--- src/rtl/lsm_pkg.sv ---
// Package: shared types for the lockstep leak monitor.
// Assumes: nothing beyond standard SystemVerilog.
package lsm_pkg;
    // Run state of the monitor.
    typedef enum logic [1:0] {
        MON_IDLE = 2'd0,
        MON_RUN  = 2'd1,
        MON_DONE = 2'd2
    } mon_state_e;
endpackage

--- src/rtl/lsm_lane_timer.sv ---
// Module: per-copy cycle counter with termination latch.
// Counts every running cycle until the copy's tohost store is seen, counts
// that cycle too, then freezes. Assumes clear has priority over run.
module lsm_lane_timer #(
    parameter int CNT_W = 32
) (
    input  logic             clk,
    input  logic             rst_n,
    input  logic             clear,
    input  logic             run,
    input  logic             tohost,
    output logic             done,
    output logic [CNT_W-1:0] count
);
    // Advance the count while running and latch termination.
    always_ff @(posedge clk) begin
        if (!rst_n || clear) begin
            done  <= 1'b0;
            count <= '0;
        end else if (run && !done) begin
            count <= count + 1'b1;
            if (tohost) begin
                done <= 1'b1;
            end
        end
    end
endmodule

--- src/rtl/lsm_rf_compare.sv ---
// Module: register-file write-port comparator.
// Numbers running cycles from 1, flags the first divergence between the two
// write ports and latches its cycle number. Assumes enables are exact (no X).
module lsm_rf_compare #(
    parameter int CNT_W  = 32,
    parameter int ADDR_W = 5,
    parameter int DATA_W = 64
) (
    input  logic              clk,
    input  logic              rst_n,
    input  logic              clear,
    input  logic              run,
    input  logic              a_we,
    input  logic [ADDR_W-1:0] a_dst,
    input  logic [DATA_W-1:0] a_data,
    input  logic              b_we,
    input  logic [ADDR_W-1:0] b_dst,
    input  logic [DATA_W-1:0] b_data,
    output logic              mismatch,
    output logic [CNT_W-1:0]  mismatch_cycle
);
    logic [CNT_W-1:0] cyc_q;
    logic             differ;

    // A write differs if enables disagree or an active write disagrees in target or value.
    always_comb begin
        differ = (a_we != b_we) || (a_we && ((a_dst != b_dst) || (a_data != b_data)));
    end

    // Running cycle counter used to stamp the first divergence.
    always_ff @(posedge clk) begin
        if (!rst_n || clear) begin
            cyc_q <= '0;
        end else if (run) begin
            cyc_q <= cyc_q + 1'b1;
        end
    end

    // Sticky divergence flag and first-divergence cycle stamp.
    always_ff @(posedge clk) begin
        if (!rst_n || clear) begin
            mismatch       <= 1'b0;
            mismatch_cycle <= '0;
        end else if (run && differ && !mismatch) begin
            mismatch       <= 1'b1;
            mismatch_cycle <= cyc_q + 1'b1;
        end
    end
endmodule

--- src/rtl/lsm_timeout.sv ---
// Module: straggler timeout.
// Once exactly one copy has terminated, counts cycles in which the other copy
// shows no tohost; expires on the TIMEOUT-th such cycle. A tohost in that
// final cycle wins over expiry. Assumes TIMEOUT >= 1.
module lsm_timeout #(
    parameter int TIMEOUT = 1000
) (
    input  logic clk,
    input  logic rst_n,
    input  logic clear,
    input  logic run,
    input  logic a_done,
    input  logic b_done,
    input  logic a_tohost,
    input  logic b_tohost,
    output logic expired
);
    localparam int TW = $clog2(TIMEOUT + 1);
    localparam logic [TW-1:0] LAST = TW'(TIMEOUT - 1);

    logic [TW-1:0] wait_q;
    logic          waiting;
    logic          late_arrival;

    // One copy finished; check whether the other finishes now.
    always_comb begin
        waiting      = a_done ^ b_done;
        late_arrival = a_done ? b_tohost : a_tohost;
    end

    // Window counter and expiry flag.
    always_ff @(posedge clk) begin
        if (!rst_n || clear) begin
            wait_q  <= '0;
            expired <= 1'b0;
        end else if (run && waiting && !late_arrival) begin
            if (wait_q == LAST) begin
                expired <= 1'b1;
            end else begin
                wait_q <= wait_q + 1'b1;
            end
        end
    end
endmodule

--- src/rtl/lockstep_leak_monitor.sv ---
// Module: top of the lockstep timing leak monitor.
// Runs one counter per core copy, a register-write comparator and a straggler
// timeout, then finalises a leak verdict one cycle after the run ends.
// Assumes both copies share clk and rst_n and start is a one-cycle pulse.
module lockstep_leak_monitor
    import lsm_pkg::*;
#(
    parameter int CNT_W   = 32,
    parameter int ADDR_W  = 5,
    parameter int DATA_W  = 64,
    parameter int TIMEOUT = 1000
) (
    input  logic              clk,
    input  logic              rst_n,
    input  logic              start,
    input  logic              a_tohost,
    input  logic              b_tohost,
    input  logic              a_rf_we,
    input  logic [ADDR_W-1:0] a_rf_dst,
    input  logic [DATA_W-1:0] a_rf_data,
    input  logic              b_rf_we,
    input  logic [ADDR_W-1:0] b_rf_dst,
    input  logic [DATA_W-1:0] b_rf_data,
    output logic              busy,
    output logic              a_done,
    output logic              b_done,
    output logic [CNT_W-1:0]  a_cycles,
    output logic [CNT_W-1:0]  b_cycles,
    output logic              result_valid,
    output logic              leak,
    output logic              timeout,
    output logic              rf_mismatch,
    output logic [CNT_W-1:0]  rf_mismatch_cycle
);
    localparam int LANES = 2;

    mon_state_e             state_q;
    logic                   running;
    logic                   run_over;
    logic [LANES-1:0]       lane_th;
    logic [LANES-1:0]       lane_done;
    logic [CNT_W-1:0]       lane_cnt [LANES];

    assign lane_th = {b_tohost, a_tohost};

    // Run is live until both copies ended or the straggler timed out.
    always_comb begin
        run_over = (&lane_done) || timeout;
        running  = (state_q == MON_RUN) && !run_over;
    end

    // One cycle counter per core copy.
    for (genvar g = 0; g < LANES; g++) begin : g_lane
        lsm_lane_timer #(.CNT_W(CNT_W)) u_lane (
            .clk    (clk),
            .rst_n  (rst_n),
            .clear  (start),
            .run    (running),
            .tohost (lane_th[g]),
            .done   (lane_done[g]),
            .count  (lane_cnt[g])
        );
    end

    lsm_rf_compare #(.CNT_W(CNT_W), .ADDR_W(ADDR_W), .DATA_W(DATA_W)) u_cmp (
        .clk            (clk),
        .rst_n          (rst_n),
        .clear          (start),
        .run            (running),
        .a_we           (a_rf_we),
        .a_dst          (a_rf_dst),
        .a_data         (a_rf_data),
        .b_we           (b_rf_we),
        .b_dst          (b_rf_dst),
        .b_data         (b_rf_data),
        .mismatch       (rf_mismatch),
        .mismatch_cycle (rf_mismatch_cycle)
    );

    lsm_timeout #(.TIMEOUT(TIMEOUT)) u_tmo (
        .clk      (clk),
        .rst_n    (rst_n),
        .clear    (start),
        .run      (running),
        .a_done   (lane_done[0]),
        .b_done   (lane_done[1]),
        .a_tohost (a_tohost),
        .b_tohost (b_tohost),
        .expired  (timeout)
    );

    // Run state, verdict and result pulse.
    always_ff @(posedge clk) begin
        if (!rst_n) begin
            state_q      <= MON_IDLE;
            leak         <= 1'b0;
            result_valid <= 1'b0;
        end else if (start) begin
            state_q      <= MON_RUN;
            leak         <= 1'b0;
            result_valid <= 1'b0;
        end else begin
            result_valid <= 1'b0;
            if (state_q == MON_RUN && run_over) begin
                leak         <= timeout || (lane_cnt[0] != lane_cnt[1]);
                result_valid <= 1'b1;
                state_q      <= MON_DONE;
            end
        end
    end

    assign busy     = (state_q == MON_RUN);
    assign a_done   = lane_done[0];
    assign b_done   = lane_done[1];
    assign a_cycles = lane_cnt[0];
    assign b_cycles = lane_cnt[1];
endmodule

--- config.mk ---
export PLATFORM = sky130hd
export DESIGN_NAME = lockstep_leak_monitor
export DESIGN_NICKNAME = d
export VERILOG_FILES = /design/src/rtl/lsm_pkg.sv /design/src/rtl/lsm_lane_timer.sv /design/src/rtl/lsm_rf_compare.sv /design/src/rtl/lsm_timeout.sv /design/src/rtl/lockstep_leak_monitor.sv
export SDC_FILE = /design/constraint.sdc
export NUM_CORES = 1
export LEC_CHECK = 0
export ABC_AREA = 1
export CAP_MARGIN = 40
export CORE_MARGIN = 8
export CORE_UTILIZATION = 40
export CTS_CLUSTER_DIAMETER = 150
export DETAILED_ROUTE_END_ITERATION = 7
export DONT_BUFFER_PORTS = 1
export GPL_ROUTABILITY_DRIVEN = 0
export GPL_TIMING_DRIVEN = 1
export PLACE_DENSITY_LB_ADDON = 0.08
export SLEW_MARGIN = 40
export SYNTH_ARGS = -nofsm -noshare
export SYNTH_HDL_FRONTEND = slang
export SYNTH_HIERARCHICAL = 1
export SYNTH_SLANG_ARGS = --single-unit
--- constraint.sdc ---
create_clock -name clk -period 8.09 [get_ports clk]
set_clock_uncertainty 0.1 [all_clocks]
set_input_delay 0.4045 -clock clk [delete_from_list [all_inputs] [get_ports clk]]
set_output_delay 0.4045 -clock clk [all_outputs]
set_load 0.1 [all_outputs]
# ---- Word-level counts from Yosys, hierarchy flattened
# Cells that the tools add are included.
dict set report totals {
  regBits 146
  in_bits 145
  output_inout_bits 103
  elab_cells 57
}
dict set report op_classes {
  n_addsub 4
  eq_ne 6
  mux 4
  bitwise 3
  reduce_logical 27
}
# op n
set op_table {}
lappend op_table {{32-bit by 1-bit adder with 32-bit output, second input constant} 3}
lappend op_table {{64-bit != test} 1}
lappend op_table {{32-bit != test} 1}
lappend op_table {{10-bit by 1-bit adder with 10-bit output, second input constant} 1}
lappend op_table {{10-bit == test, second input constant} 1}
lappend op_table {{2-bit AND reduction} 5}
lappend op_table {{1-bit logical AND} 9}
lappend op_table {{1-bit logical NOT} 6}
lappend op_table {{1-bit logical OR} 5}
lappend op_table {{5-bit != test} 1}
lappend op_table {{1-bit two-way mux} 4}
lappend op_table {{2-bit by 1-bit == test with 1-bit output, second input constant} 1}
lappend op_table {{1-bit inverter} 2}
lappend op_table {{2-bit nonzero test} 1}
lappend op_table {{2-bit OR reduction} 1}
lappend op_table {{1-bit != test} 1}
lappend op_table {{1-bit XOR} 1}

# ---- Depth between registers and ports, before layout
# Gate-level depths: netlist of the first run.
dict set report logic_depth {
  word_depth 7
  depth_mapped 14
}

# ---- Modules after synthesis
# Netlist of the first run, hierarchy kept.
# mod n_inst cells_each area_each_um2 seq_area_each_um2
set modules_own_cells {}
lappend modules_own_cells {lsm_rf_compare 1 856 4723.3 1301.2}
lappend modules_own_cells {lsm_lane_timer 2 292 1883.1 660.6}
lappend modules_own_cells {lockstep_leak_monitor 1 161 752.0 80.1}
lappend modules_own_cells {lsm_timeout 1 105 663.1 220.2}

# ---- Least setup slack after synthesis of the first run
# OpenSTA, ideal clock, no wires.
dict set report synth_timing {
  path_type {register to register}
  startpoint {register g_lane[0].u_lane.done}
  endpoint {register u_cmp.mismatch_cycle[14]}
  t_arrival_ns 2.878
  slack_ns 4.994
  stages_incl_launch_ff 12
  synth_period_minus_slack_ns 3.096
  path_cell_list {dfxtp_1 > a21oi_2 > inv_1 > nor2_1 > buf_2 > inv_1 > nor3_1 > buf_2 > buf_1 > nand3_1 > nand2_1 > nor2_1}
}
dict set report synth_via {
  elab_chain_len 6
}
# item line_no
set synth_lines {}
lappend synth_lines {{start, declared} lsm_lane_timer.sv:12} ;# output logic done,
lappend synth_lines {{start signal, assigned} lsm_lane_timer.sv:18} ;# done <= 1'b0;
lappend synth_lines {{start signal, assigned} lsm_lane_timer.sv:23} ;# done <= 1'b1;
lappend synth_lines {{2-bit AND reduction} lockstep_leak_monitor.sv:48} ;# run_over = (&lane_done) || timeout;
lappend synth_lines {{1-bit logical OR} lockstep_leak_monitor.sv:48}
lappend synth_lines {{1-bit logical NOT} lockstep_leak_monitor.sv:49} ;# running = (state_q == MON_RUN) && !run_over;
lappend synth_lines {{1-bit logical AND} lockstep_leak_monitor.sv:49}
lappend synth_lines {{via running} lockstep_leak_monitor.sv:38} ;# logic running;
lappend synth_lines {{1-bit logical AND (2 in series)} lsm_rf_compare.sv:44} ;# end else if (run && differ && !mismatch) begin
lappend synth_lines {{end signal, assigned} lsm_rf_compare.sv:46} ;# mismatch_cycle <= cyc_q + 1'b1;
lappend synth_lines {{end, declared} lsm_rf_compare.sv:20} ;# output logic [CNT_W-1:0] mismatch_cycle
# The timed path passes the listed nets, and every way through them passes these cells.
# A chain may end at the register's enable or synchronous reset.

# ---- Worst setup path after layout of the first run
dict set report layout_timing {
  startpoint {register u_tmo.expired}
  endpoint {register u_cmp.mismatch_cycle[31]}
}
dict set report layout_via {
  elab_chain_len 5
}
# item line_no
set layout_lines {}
lappend layout_lines {{start, declared} lsm_timeout.sv:16} ;# output logic expired
lappend layout_lines {{start signal, assigned} lsm_timeout.sv:35} ;# expired <= 1'b0;
lappend layout_lines {{start signal, assigned} lsm_timeout.sv:38} ;# expired <= 1'b1;
lappend layout_lines {{1-bit logical OR} lockstep_leak_monitor.sv:48}
lappend layout_lines {{1-bit logical NOT} lockstep_leak_monitor.sv:49}
lappend layout_lines {{1-bit logical AND} lockstep_leak_monitor.sv:49}
lappend layout_lines {{via running} lockstep_leak_monitor.sv:38}
lappend layout_lines {{1-bit logical AND (2 in series)} lsm_rf_compare.sv:44}
# The timed path passes the listed nets, and every way through them passes these cells.

==> reports/qor.yml, run 1 <==
outcome: "completed"
peakVddDrop_mv: 0.0990
yosysUniqueCellTypes: 39
io_buffers: 0
layout_common_cells: "nand2_1, inv_1, nor2_1"
ys_seq_area_frac: 0.295
reg2reg_slack_ns: 5.01
antenna_found_initial: 0
cts.htree.levels: 4
fp.dieH_um: 173
fin_area_um2: 11300
synth_edf_count: 0
slew_violations: 0
cp_max_fo: 49
dr_total_vias: 9982
die_w_um: 173
syn_nets: 1855
clk_latency_ns: 0.43
yosysTopAreaCellShare: 0.295
cts_made_buffers: 17
syn_to_final_growth_pct: 13.6
start_util: 0.407
grt_max_degree: 66
drc: 0
p_int_w: 0.00123
required_ns: 8.31
hold_viol_final: 0
critPathKind: "reg2reg"
timing.rr.start: "u_tmo/expired$_SDFFE_PP0P_"
p_leak_nw: 4.99
ys.flop_type: "dfxtp_1"
power_w: 0.00176
rr_endpoint: "u_cmp/mismatch_cycle[31]$_SDFFE_PP0P_"
rows: 57
dp.cells: 2047
whs_path_depth: 2
power_density_nw_per_um2: 156
final_common_cell: "nand2_1"
via_per_inst: 4.80
drt_iter0_drc: 595
max_cap_viol_count: 0
num_antenna_cells: 0
avgSynthCellArea_um2: 5.81
ios: 248
regArea_um2: 2990
async_reset_ff_frac: 0
max_freq_mhz: 325
grt_pass1_wl_um: 50600
hp-start: "start"
grt_pass1_vias: 9183
fin_cells: 2081
multi_input_area_um2: 5700
dieArea_um2: 30100
first_pass_iters: 5
slew-limit-headroom: 0.441
yosys_warnings: 6
nets: 1893
layout-drive-gt1-share: 0.116
synth_area_leaders: "dfxtp_1, nand2_1, inv_1"
min_period_ns: 3.08
cts_root_buffer: "clkbuf_16"
syn-cell-area_um2: 9900
rsz0062_at_grt: "false"
dp_hpwl_um: 25800
yosysTopAreaCell: "dfxtp_1"
p_comb_frac: 0.091
ant_nets: 0
cts_resized: 0
p_switching_w: 0.000531
cts_tree: "built"
synth_cells: 1706
setup_viol: 0
critPathCaptureType: "flop"
wl_um: 32300
cp-start-kind: "flop"
placed_cell_area_um2: 10600
clk_pin_slew_ns: 0.07
worst_pin_slew_ns: 0.837
r2r.worst_path.cells: 9
numClockSinks: 146
ys_ff_latch: 146
swShare: 0.302
wl_per_cell_um: 15.5
track_usage: 0.209
seq_power_share: 0.451
period_share: 0.381
clockPowerShare: 0.458
post-cts-setup-buffers: 0
fillers: 2589
postLayoutCoreUtil: 0.463
cts.path.max_buffers: 2
core-area_um2: 24300
crit_arrival_ns: 3.30
tns_ns: 0
grt_overflow: 0
hold_path.class: "in2reg"
holdPathEnd: "state_q[0]$_SDFFE_PN0P_"
repair_timing:
| item | in CTS | in global routing |
|---|---|---|
| hold buffers | 1 | 0 |
| hold endpoints to repair | 1 | 0 |
| endpoints found under the setup margin | 0 | 0 |
sequential cells by signal (all words and copies together) (netlist names):
name / flops
g_lane.u_lane/count: 64
result_valid: 1
u_cmp/cyc_q: 32
state_q: 2
g_lane.u_lane/done: 2
u_cmp/mismatch_cycle: 32
u_tmo/expired: 1
u_tmo/wait_q: 10
leak: 1
u_cmp/mismatch: 1
layer usage:
layer  vias to the layer above  share of wire  GRT usage
li1                       5264              -          -
met1                      4370           0.43      0.254
met2                       314           0.46      0.351
met3                        34          0.092     0.0653
met4                         0          0.013     0.0539
met5                         -              0          0
Yosys cell counts (6+ instances only):
| master | number |
|---|---|
| nand2_2 | 6 |
| o211ai_1 | 11 |
| nand2_1 | 498 |
| o21ai_0 | 41 |
| dfxtp_1 | 146 |
| xor2_1 | 37 |
| inv_1 | 302 |
| nor2_2 | 14 |
| nor2_1 | 302 |
| buf_2 | 14 |
| nand3_2 | 6 |
| inv_2 | 7 |
| nand2_4 | 6 |
| a21oi_1 | 80 |
| nor2_4 | 14 |
| nor3_1 | 24 |
| xnor2_1 | 22 |
| nand3_1 | 101 |
| clkbuf_1 | 11 |
| nand4_1 | 22 |
worst max path at each step:
stage,startpoint,to,slack (ns)
5_1_grt,u_tmo/expired$_SDFFE_PP0P_,u_cmp/mismatch_cycle[17]$_SDFFE_PP0P_,4.77
3_3_place_gp,u_tmo/expired$_SDFFE_PP0P_,u_cmp/mismatch_cycle[0]$_SDFFE_PP0P_,4.07
2_1_floorplan,g_lane[0].u_lane/done$_SDFFE_PP0P_,u_cmp/mismatch_cycle[14]$_SDFFE_PP0P_,4.99
3_5_place_dp,u_tmo/expired$_SDFFE_PP0P_,u_cmp/mismatch_cycle[12]$_SDFFE_PP0P_,4.48
4_1_cts,u_tmo/expired$_SDFFE_PP0P_,u_cmp/mismatch_cycle[12]$_SDFFE_PP0P_,4.45
6_report,u_tmo/expired$_SDFFE_PP0P_,u_cmp/mismatch_cycle[31]$_SDFFE_PP0P_,5.01
power by group through the flow:
stage	sequential, W	combinational, W	clock [W]
2_1_floorplan	0.000812	0.000120	0
3_3_place_gp	0.000809	0.000154	0
3_5_place_dp	0.000811	0.000158	0
4_1_cts	0.000794	0.000159	0.000828
5_1_grt	0.000795	0.000183	0.000862
6_report	0.000794	0.000160	0.000805
worst max-delay path: stages, from the launching register on:
cell	delay, ns
dfxtp_2	0.51
a21oi_2	0.23
inv_1	0.09
nor2_4	0.29
inv_1	0.32
nor3_4	0.60
buf_4	0.52
nand3_1	0.15
nand2_1	0.10
nor2_1	0.04
area by class of cell:
type / count / area share
Tap cell: 324 / 0.0360
Multi-Input combinational cell: 1215 / 0.506
Clock inverter: 15 / 0.0145
Sequential cell: 146 / 0.266
Timing Repair Buffer: 52 / 0.0356
Inverter: 312 / 0.104
Clock buffer: 17 / 0.0378
logic make-up (layout without fill, tap and decap cells):
logic type,count (synthesis),in the layout,synth area share
AOI/OAI and AO/OA,146,146,0.0796
xor gates and xnor gates,59,59,0.0522
adders and majority gates,4,4,0.00505
buffers and inverters,345,396,0.134
DFF,146,146,0.295
and+or+nand+nor,1006,1006,0.434
through the flow:
stage | hold WS, ns | worst slack [ns]
floorplan | 0.336 | 4.99
global route | 0.0280 | 4.77
detailed placement | 0.350 | 4.48
finish | 0.0181 | 5.01
global placement | 0.347 | 4.07
CTS | 0.00237 | 4.45
No activity file was read; power rests on OpenSTA's default activity.
==> run 2, diff against run 1 <==
==> constraint.sdc (replaced) <==
create_clock -name clk -period 2.73 [get_ports clk]
set_clock_uncertainty 0.1 [all_clocks]
set_input_delay 0.1365 -clock clk [delete_from_list [all_inputs] [get_ports clk]]
set_output_delay 0.1365 -clock clk [all_outputs]
set_load 0.1 [all_outputs]
==> run 2 against run 1 <==
Critical path depth is the same. Clock-buffer cell count is the same. Register-to-register slack lost 4.5 ns.
==> reports/qor.yml, run 2 (synthesis gave the netlist of run 1 again) <==
setup_ws_ns: 0.525  # was 5.01 ns
regArea_um2: 2930  # was 2990 um2
period_share: 0.808  # was 0.381
tns_ns: 0  # unchanged
cts_tree: "built"  # unchanged
fillers: 2630  # was 2,589
layout-drive-gt1-share: 0.116  # about the same
cts_resized: 0  # unchanged
crit_arrival_ns: 2.43  # was 3.30 ns
seq_power_share: 0.420  # was 0.451
slew_violations: 0  # unchanged
outcome: "completed"  # unchanged
critPathSlowestCell: "dfxtp_1"  # was nor3_4
cts.path.max_buffers: 2  # unchanged
hold_path.class: "in2reg"  # unchanged
track_usage: 0.215  # was 0.209
reg2reg_slack_ns: 0.53  # was 5.01 ns
p_comb_frac: 0.127  # was 0.091
p_leak_nw: 5.33  # was 4.99 nW
max_freq_mhz: 454  # was 325 MHz
clockPowerShare: 0.454  # was 0.458
required_ns: 2.96  # was 8.31 ns
peakVddDrop_mv: 0.415  # was 0.0990 mV
cp-start-kind: "flop"  # unchanged
cp_max_fo: 4  # was 49
first_pass_iters: 5  # unchanged
dpl_worst_slack_ns: 0.550  # was 4.48 ns
clk_pin_slew_ns: 0.08  # was 0.07 ns
crit_chain: "ha_1, nand2_1, nor2_1, nand3_1, nor2_2, xor2_1, nand3_1, nand2_1, nor2_1"  # was a21oi_2, inv_1, nor2_4, inv_1, nor3_4, buf_4, nand3_1, nand2_1, nor2_1
critPathCaptureType: "flop"  # unchanged
drt_iter0_drc: 629  # was 595
cts.htree.levels: 4  # unchanged
worst_pin_slew_ns: 0.792  # was 0.837 ns
largest_reg_flops: 64  # unchanged
io_buffers: 0  # unchanged
dr_total_vias: 10219  # was 9,982
grt_overflow: 0  # unchanged
p_int_w: 0.00362  # was 0.00123 W
wl_per_cell_um: 15.4  # was 15.5 um
drc: 0  # unchanged
slew-limit-headroom: 0.472  # was 0.441
die_w_um: 173  # unchanged
wl_um: 33000  # was 32,300 um
fp.dieH_um: 173  # unchanged
setup_viol: 0  # unchanged
rsz0062_at_grt: "false"  # unchanged
antenna_found_initial: 0  # unchanged
p_switching_w: 0.00163  # was 0.000531 W
cp_top_family: "simple AND/OR/NAND/NOR gates"  # unchanged
via_per_inst: 4.77  # was 4.80
slowest_delay_ns: 0.39  # was 0.60 ns
placed_cell_area_um2: 11100  # was 10,600 um2
numClockSinks: 146  # unchanged
critPathKind: "reg2reg"  # unchanged
max_cap_viol_count: 0  # unchanged
swShare: 0.311  # was 0.302
num_antenna_cells: 0  # unchanged
core-area_um2: 24300  # unchanged
dp_hpwl_um: 26500  # was 25,800 um
cts_made_buffers: 17  # unchanged
rows: 57  # unchanged
dieArea_um2: 30100  # unchanged
crit_buf_inv: 0  # was 3
start_util: 0.407  # unchanged
cts_root_buffer: "clkbuf_16"  # unchanged
ant_nets: 0  # unchanged
clk_latency_ns: 0.43  # about the same
nets: 1956  # was 1,893
layout_common_cells: "nand2_1, inv_1, nor2_1"  # unchanged
grt_max_degree: 66  # unchanged
ios: 248  # unchanged
multi_input_area_um2: 5680  # was 5700 um2
hold_viol_final: 0  # unchanged
power_density_nw_per_um2: 448  # was 156 nW/um2
syn_to_final_growth_pct: 18.2  # was 13.6%
grt_pass1_wl_um: 52500  # was 50,600 um
top_register: "g_lane.u_lane/count"  # unchanged
final_common_cell: "nand2_1"  # unchanged
top_regs: "g_lane.u_lane/count x64, u_cmp/cyc_q x32, u_cmp/mismatch_cycle x32"  # unchanged
min_period_ns: 2.20  # was 3.08 ns
fin_area_um2: 11700  # was 11,300 um2
grt_pass1_vias: 9544  # was 9,183
==> run 2: cell types whose count changed in the layout (fill, tap and decap cells not counted), sizes merged <==
cell / delta
buf: +59
clkinv: +4
dlygate4sd3: +4
clkinvlp: -3
bufinv: -1
==> run 2: stage by stage <==
stage	util	power, W	std cells	hold slack [ns]
after global routing	0.482	0.00550	2144	0.0492
after detailed placement	0.455	0.00291	2107	0.184
after global placement	0.453	0.00290	2106	0.170
after CTS	0.482	0.00534	2144	0.00723
final	0.482	0.00525	2144	0.0310
after floorplan	-	0.00276	1706	0.154
==> run 2: power groups by stage <==
stage / Combinational, W / Sequential (W) / Clock, W
2_1_floorplan: 0.000357 / 0.00241 / 0
3_3_place_gp: 0.000646 / 0.00225 / 0
3_5_place_dp: 0.000659 / 0.00225 / 0
4_1_cts: 0.000668 / 0.00220 / 0.00246
5_1_grt: 0.000735 / 0.00221 / 0.00255
6_report: 0.000665 / 0.00220 / 0.00238
==> run 2: worst reg2reg max path, delay by kind of cell, from the launching register on <==
kind / cells / cell delay (ns)
and+or+nand+nor: 7 / 1.17
DFF: 1 / 0.39
xor gates and xnor gates: 1 / 0.25
adders and majority gates: 1 / 0.20
==> run 2: final timing paths <==
| kind | from | cells after the start | endpoint |
|---|---|---|---|
| worst min-delay path | rst_n | 5 | g_lane[1].u_lane/count[26]$_SDFFE_PP0N_ |
| worst max-delay path | u_cmp/cyc_q[0]$_SDFFE_PP0P_ | 9 | u_cmp/mismatch_cycle[16]$_SDFFE_PP0P_ |
| worst max register to register | u_cmp/cyc_q[0]$_SDFFE_PP0P_ | 9 | u_cmp/mismatch_cycle[16]$_SDFFE_PP0P_ |
| worst min register to register | state_q[1]$_SDFFE_PP0P_ | 2 | state_q[1]$_SDFFE_PP0P_ |
==> run 2: layout make-up <==
class,instances,area share
Multi-Input combinational cell,1215,0.485
Sequential cell,146,0.250
Inverter,312,0.100
Timing Repair Buffer,115,0.0786
Clock buffer,17,0.0363
Tap cell,324,0.0346
Clock inverter,15,0.0155
==> run 2: what timing repair did <==
item,in CTS,in global routing
endpoints found under the hold margin,49,0
buffers inserted,0,0
hold buffers,5,0
==> run 2: per-layer routing <==
layer,up-vias,global-route usage,routed length [um]
met5,-,0,0
met1,4458,0.267,14400
met2,340,0.354,15000
met4,0,0.0579,407
li1,5394,-,-
met3,27,0.0680,3250
==> run 3, diff against run 2 <==
==> constraint.sdc (replaced) <==
create_clock -name clk -period 2 [get_ports clk]
set_clock_uncertainty 0.1 [all_clocks]
set_input_delay 0.1 -clock clk [delete_from_list [all_inputs] [get_ports clk]]
set_output_delay 0.1 -clock clk [all_outputs]
set_load 0.1 [all_outputs]
==> run 3 against run 2 <==
Via count increased by 1.5%. Non-clock buffer count is 24 higher. Hold slack improved by 0.017 ns. Flip-flop and latch count is the same. Highest routed layer unchanged.
==> reports/qor.yml, run 3 (synthesis gave the netlist of run 1 again) <==
grt_overflow: 0  # unchanged
postLayoutCoreUtil: 0.498  # was 0.482
cts_root_buffer: "clkbuf_16"  # unchanged
layout_common_cells: "nand2_1, inv_1, nor2_1"  # unchanged
crit_chain: "a21oi_2, inv_1, nor2_4, buf_4, inv_2, nor2_4, nand3_1, nor3_1, nand2_1, nand2_1, nor2_1"  # was ha_1, nand2_1, nor2_1, nand3_1, nor2_2, xor2_1, nand3_1, nand2_1, nor2_1
drt_iter0_drc: 585  # was 629
placed_cell_area_um2: 11200  # was 11,100 um2
min_period_ns: 1.88  # was 2.20 ns
top_regs: "g_lane.u_lane/count x64, u_cmp/cyc_q x32, u_cmp/mismatch_cycle x32"  # unchanged
setup_viol: 0  # unchanged
top_layer: "met4"  # unchanged
critPathKind: "reg2reg"  # unchanged
slew_violations: 0  # unchanged
ios: 248  # unchanged
whs_ns: 0.0480  # was 0.0310 ns
die_w_um: 173  # unchanged
max_cap_viol_count: 0  # unchanged
track_usage: 0.211  # was 0.215
holdPathEnd: "u_cmp/mismatch_cycle[16]$_SDFFE_PP0P_"  # was g_lane[1].u_lane/count[26]$_SDFFE_PP0N_
wl_met2_um: 15100  # was 15,000 um
start_util: 0.407  # unchanged
cp_top_family: "simple AND/OR/NAND/NOR gates"  # unchanged
fin_area_um2: 12100  # was 11,700 um2
slowest_delay_ns: 0.34  # was 0.39 ns
wl_per_cell_um: 15.3  # was 15.4 um
peakVddDrop_mv: 0.482  # was 0.415 mV
outcome: "completed"  # unchanged
largest_reg_flops: 64  # unchanged
clk_latency_ns: 0.43  # about the same
dp_hpwl_um: 26300  # was 26,500 um
hp-start: "start"  # was rst_n
dr_wl_met3_um: 2720  # was 3250 um
p_leak_nw: 5.52  # was 5.33 nW
core-area_um2: 24300  # unchanged
cp-start-kind: "flop"  # unchanged
crit_arrival_ns: 2.11  # was 2.43 ns
top_register: "g_lane.u_lane/count"  # unchanged
grt_pass1_vias: 9487  # was 9,544
antenna_found_initial: 0  # unchanged
required_ns: 2.23  # was 2.96 ns
worst_pin_slew_ns: 0.760  # was 0.792 ns
cts.path.max_buffers: 2  # unchanged
critPathCaptureType: "flop"  # unchanged
first_pass_iters: 5  # unchanged
rr_endpoint: "g_lane[1].u_lane/count[20]$_SDFFE_PP0N_"  # was u_cmp/mismatch_cycle[16]$_SDFFE_PP0P_
power_w: 0.00734  # was 0.00525 W
layout-drive-gt1-share: 0.163  # was 0.116
grt_max_degree: 66  # unchanged
crit_buf_inv: 3  # was 0
cts.htree.levels: 4  # unchanged
fp.dieH_um: 173  # unchanged
grt_pass1_wl_um: 51500  # was 52,500 um
critPathSlowestCell: "dfxtp_4"  # was dfxtp_1
cp_max_fo: 6  # was 4
drc: 0  # unchanged
timing.rr.start: "g_lane[1].u_lane/done$_SDFFE_PP0P_"  # was u_cmp/cyc_q[0]$_SDFFE_PP0P_
via_per_inst: 4.78  # was 4.77
cts_made_buffers: 17  # unchanged
ant_nets: 0  # unchanged
period_share: 0.942  # was 0.808
hold_viol_final: 0  # unchanged
wl_um: 33200  # was 33,000 um
tns_ns: 0  # unchanged
clk_pin_slew_ns: 0.07  # was 0.08 ns
syn_to_final_growth_pct: 22.2  # was 18.2%
hold_path.class: "in2reg"  # unchanged
whs_path_depth: 4  # was 5
dieArea_um2: 30100  # unchanged
nets: 1980  # was 1,956
slew-limit-headroom: 0.493  # was 0.472
max_freq_mhz: 531  # was 454 MHz
final_common_cell: "nand2_1"  # unchanged
power_density_nw_per_um2: 606  # was 448 nW/um2
dr_total_vias: 10368  # was 10,219
wl_met1_um: 15000  # was 14,400 um
reg2reg_slack_ns: 0.12  # was 0.53 ns
rsz0062_at_grt: "true"  # was false
r2r.worst_path.cells: 11  # was 9
io_buffers: 0  # unchanged
numClockSinks: 146  # unchanged
num_antenna_cells: 0  # unchanged
cts_tree: "built"  # unchanged
rows: 57  # unchanged
==> run 3: changes by cell type in the layout (fill, tap and decap cells not counted), sizes merged <==
cell / previous run / this run
inv: 318 / 319
bufinv: 0 / 2
buf: 110 / 133
clkinv: 9 / 5
clkinvlp: 0 / 1
clkbuf: 17 / 18
==> run 3: stage by stage <==
| stage | std cells | worst slack (ns) |
|---|---|---|
| 4_1_cts | 2159 | 0.0468 |
| 3_5_place_dp | 2122 | 0.0721 |
| 3_3_place_gp | 2122 | 0.0769 |
| 2_1_floorplan | 1706 | -0.0327 |
| 5_1_grt | 2168 | -0.00489 |
| 6_report | 2168 | 0.115 |
==> run 3: worst reg2reg max path, stage by stage (launching register included) <==
cell	delay, ns
dfxtp_4	0.34
a21oi_2	0.16
inv_1	0.09
nor2_4	0.12
buf_4	0.18
inv_2	0.05
nor2_4	0.16
nand3_1	0.16
nor3_1	0.25
nand2_1	0.08
nand2_1	0.06
nor2_1	0.04
==> run 3: final cells by class <==
type,instances,area [um2]
Clock buffer,17,425
Fill cell,2624,12200
Tap cell,324,405
Clock inverter,15,185
Multi-Input combinational cell,1215,5820
Inverter,312,1170
Timing Repair Buffer,139,1110
Sequential cell,146,2990
==> run 3: where the power goes <==
group / leakage (nW) / switching [W] / total [W] / internal, W
registers: 1.20 / 0.0000506 / 0.00301 / 0.00296
logic: 4.02 / 0.000642 / 0.000940 / 0.000298
clock network: 0.297 / 0.00149 / 0.00339 / 0.00190
total: 5.52 / 0.00218 / 0.00734 / 0.00516
==> run 3: worst max path at each step <==
stage | startpoint | slack (ns) | endpoint | cells after the start
2_1_floorplan | g_lane[1].u_lane/done$_SDFFE_PP0P_ | -0.03 | u_cmp/mismatch_cycle[14]$_SDFFE_PP0P_ | 11
3_3_place_gp | u_cmp/cyc_q[8]$_SDFFE_PP0P_ | 0.08 | u_cmp/cyc_q[16]$_SDFFE_PP0P_ | 8
3_5_place_dp | u_cmp/cyc_q[11]$_SDFFE_PP0P_ | 0.07 | u_cmp/cyc_q[16]$_SDFFE_PP0P_ | 8
4_1_cts | u_cmp/cyc_q[8]$_SDFFE_PP0P_ | 0.05 | u_cmp/cyc_q[16]$_SDFFE_PP0P_ | 8
5_1_grt | u_cmp/cyc_q[5]$_SDFFE_PP0P_ | -0.005 | u_cmp/mismatch_cycle[31]$_SDFFE_PP0P_ | 12
6_report | g_lane[1].u_lane/done$_SDFFE_PP0P_ | 0.12 | g_lane[1].u_lane/count[20]$_SDFFE_PP0N_ | 11
==> run 3: timing repair <==
item                                   CTS  global route
setup endpoints to repair                0            49
buffers inserted                         0             8
hold buffers                             5             0
endpoints found under the hold margin   49             0
gates resized for setup                  0            29
==> run 3: metal layers <==
| metal | vias up | track usage |
|---|---|---|
| li1 | 5433 | - |
| met2 | 326 | 0.346 |
| met3 | 32 | 0.0612 |
| met4 | 0 | 0.0514 |
| met1 | 4577 | 0.268 |
| met5 | - | 0 |
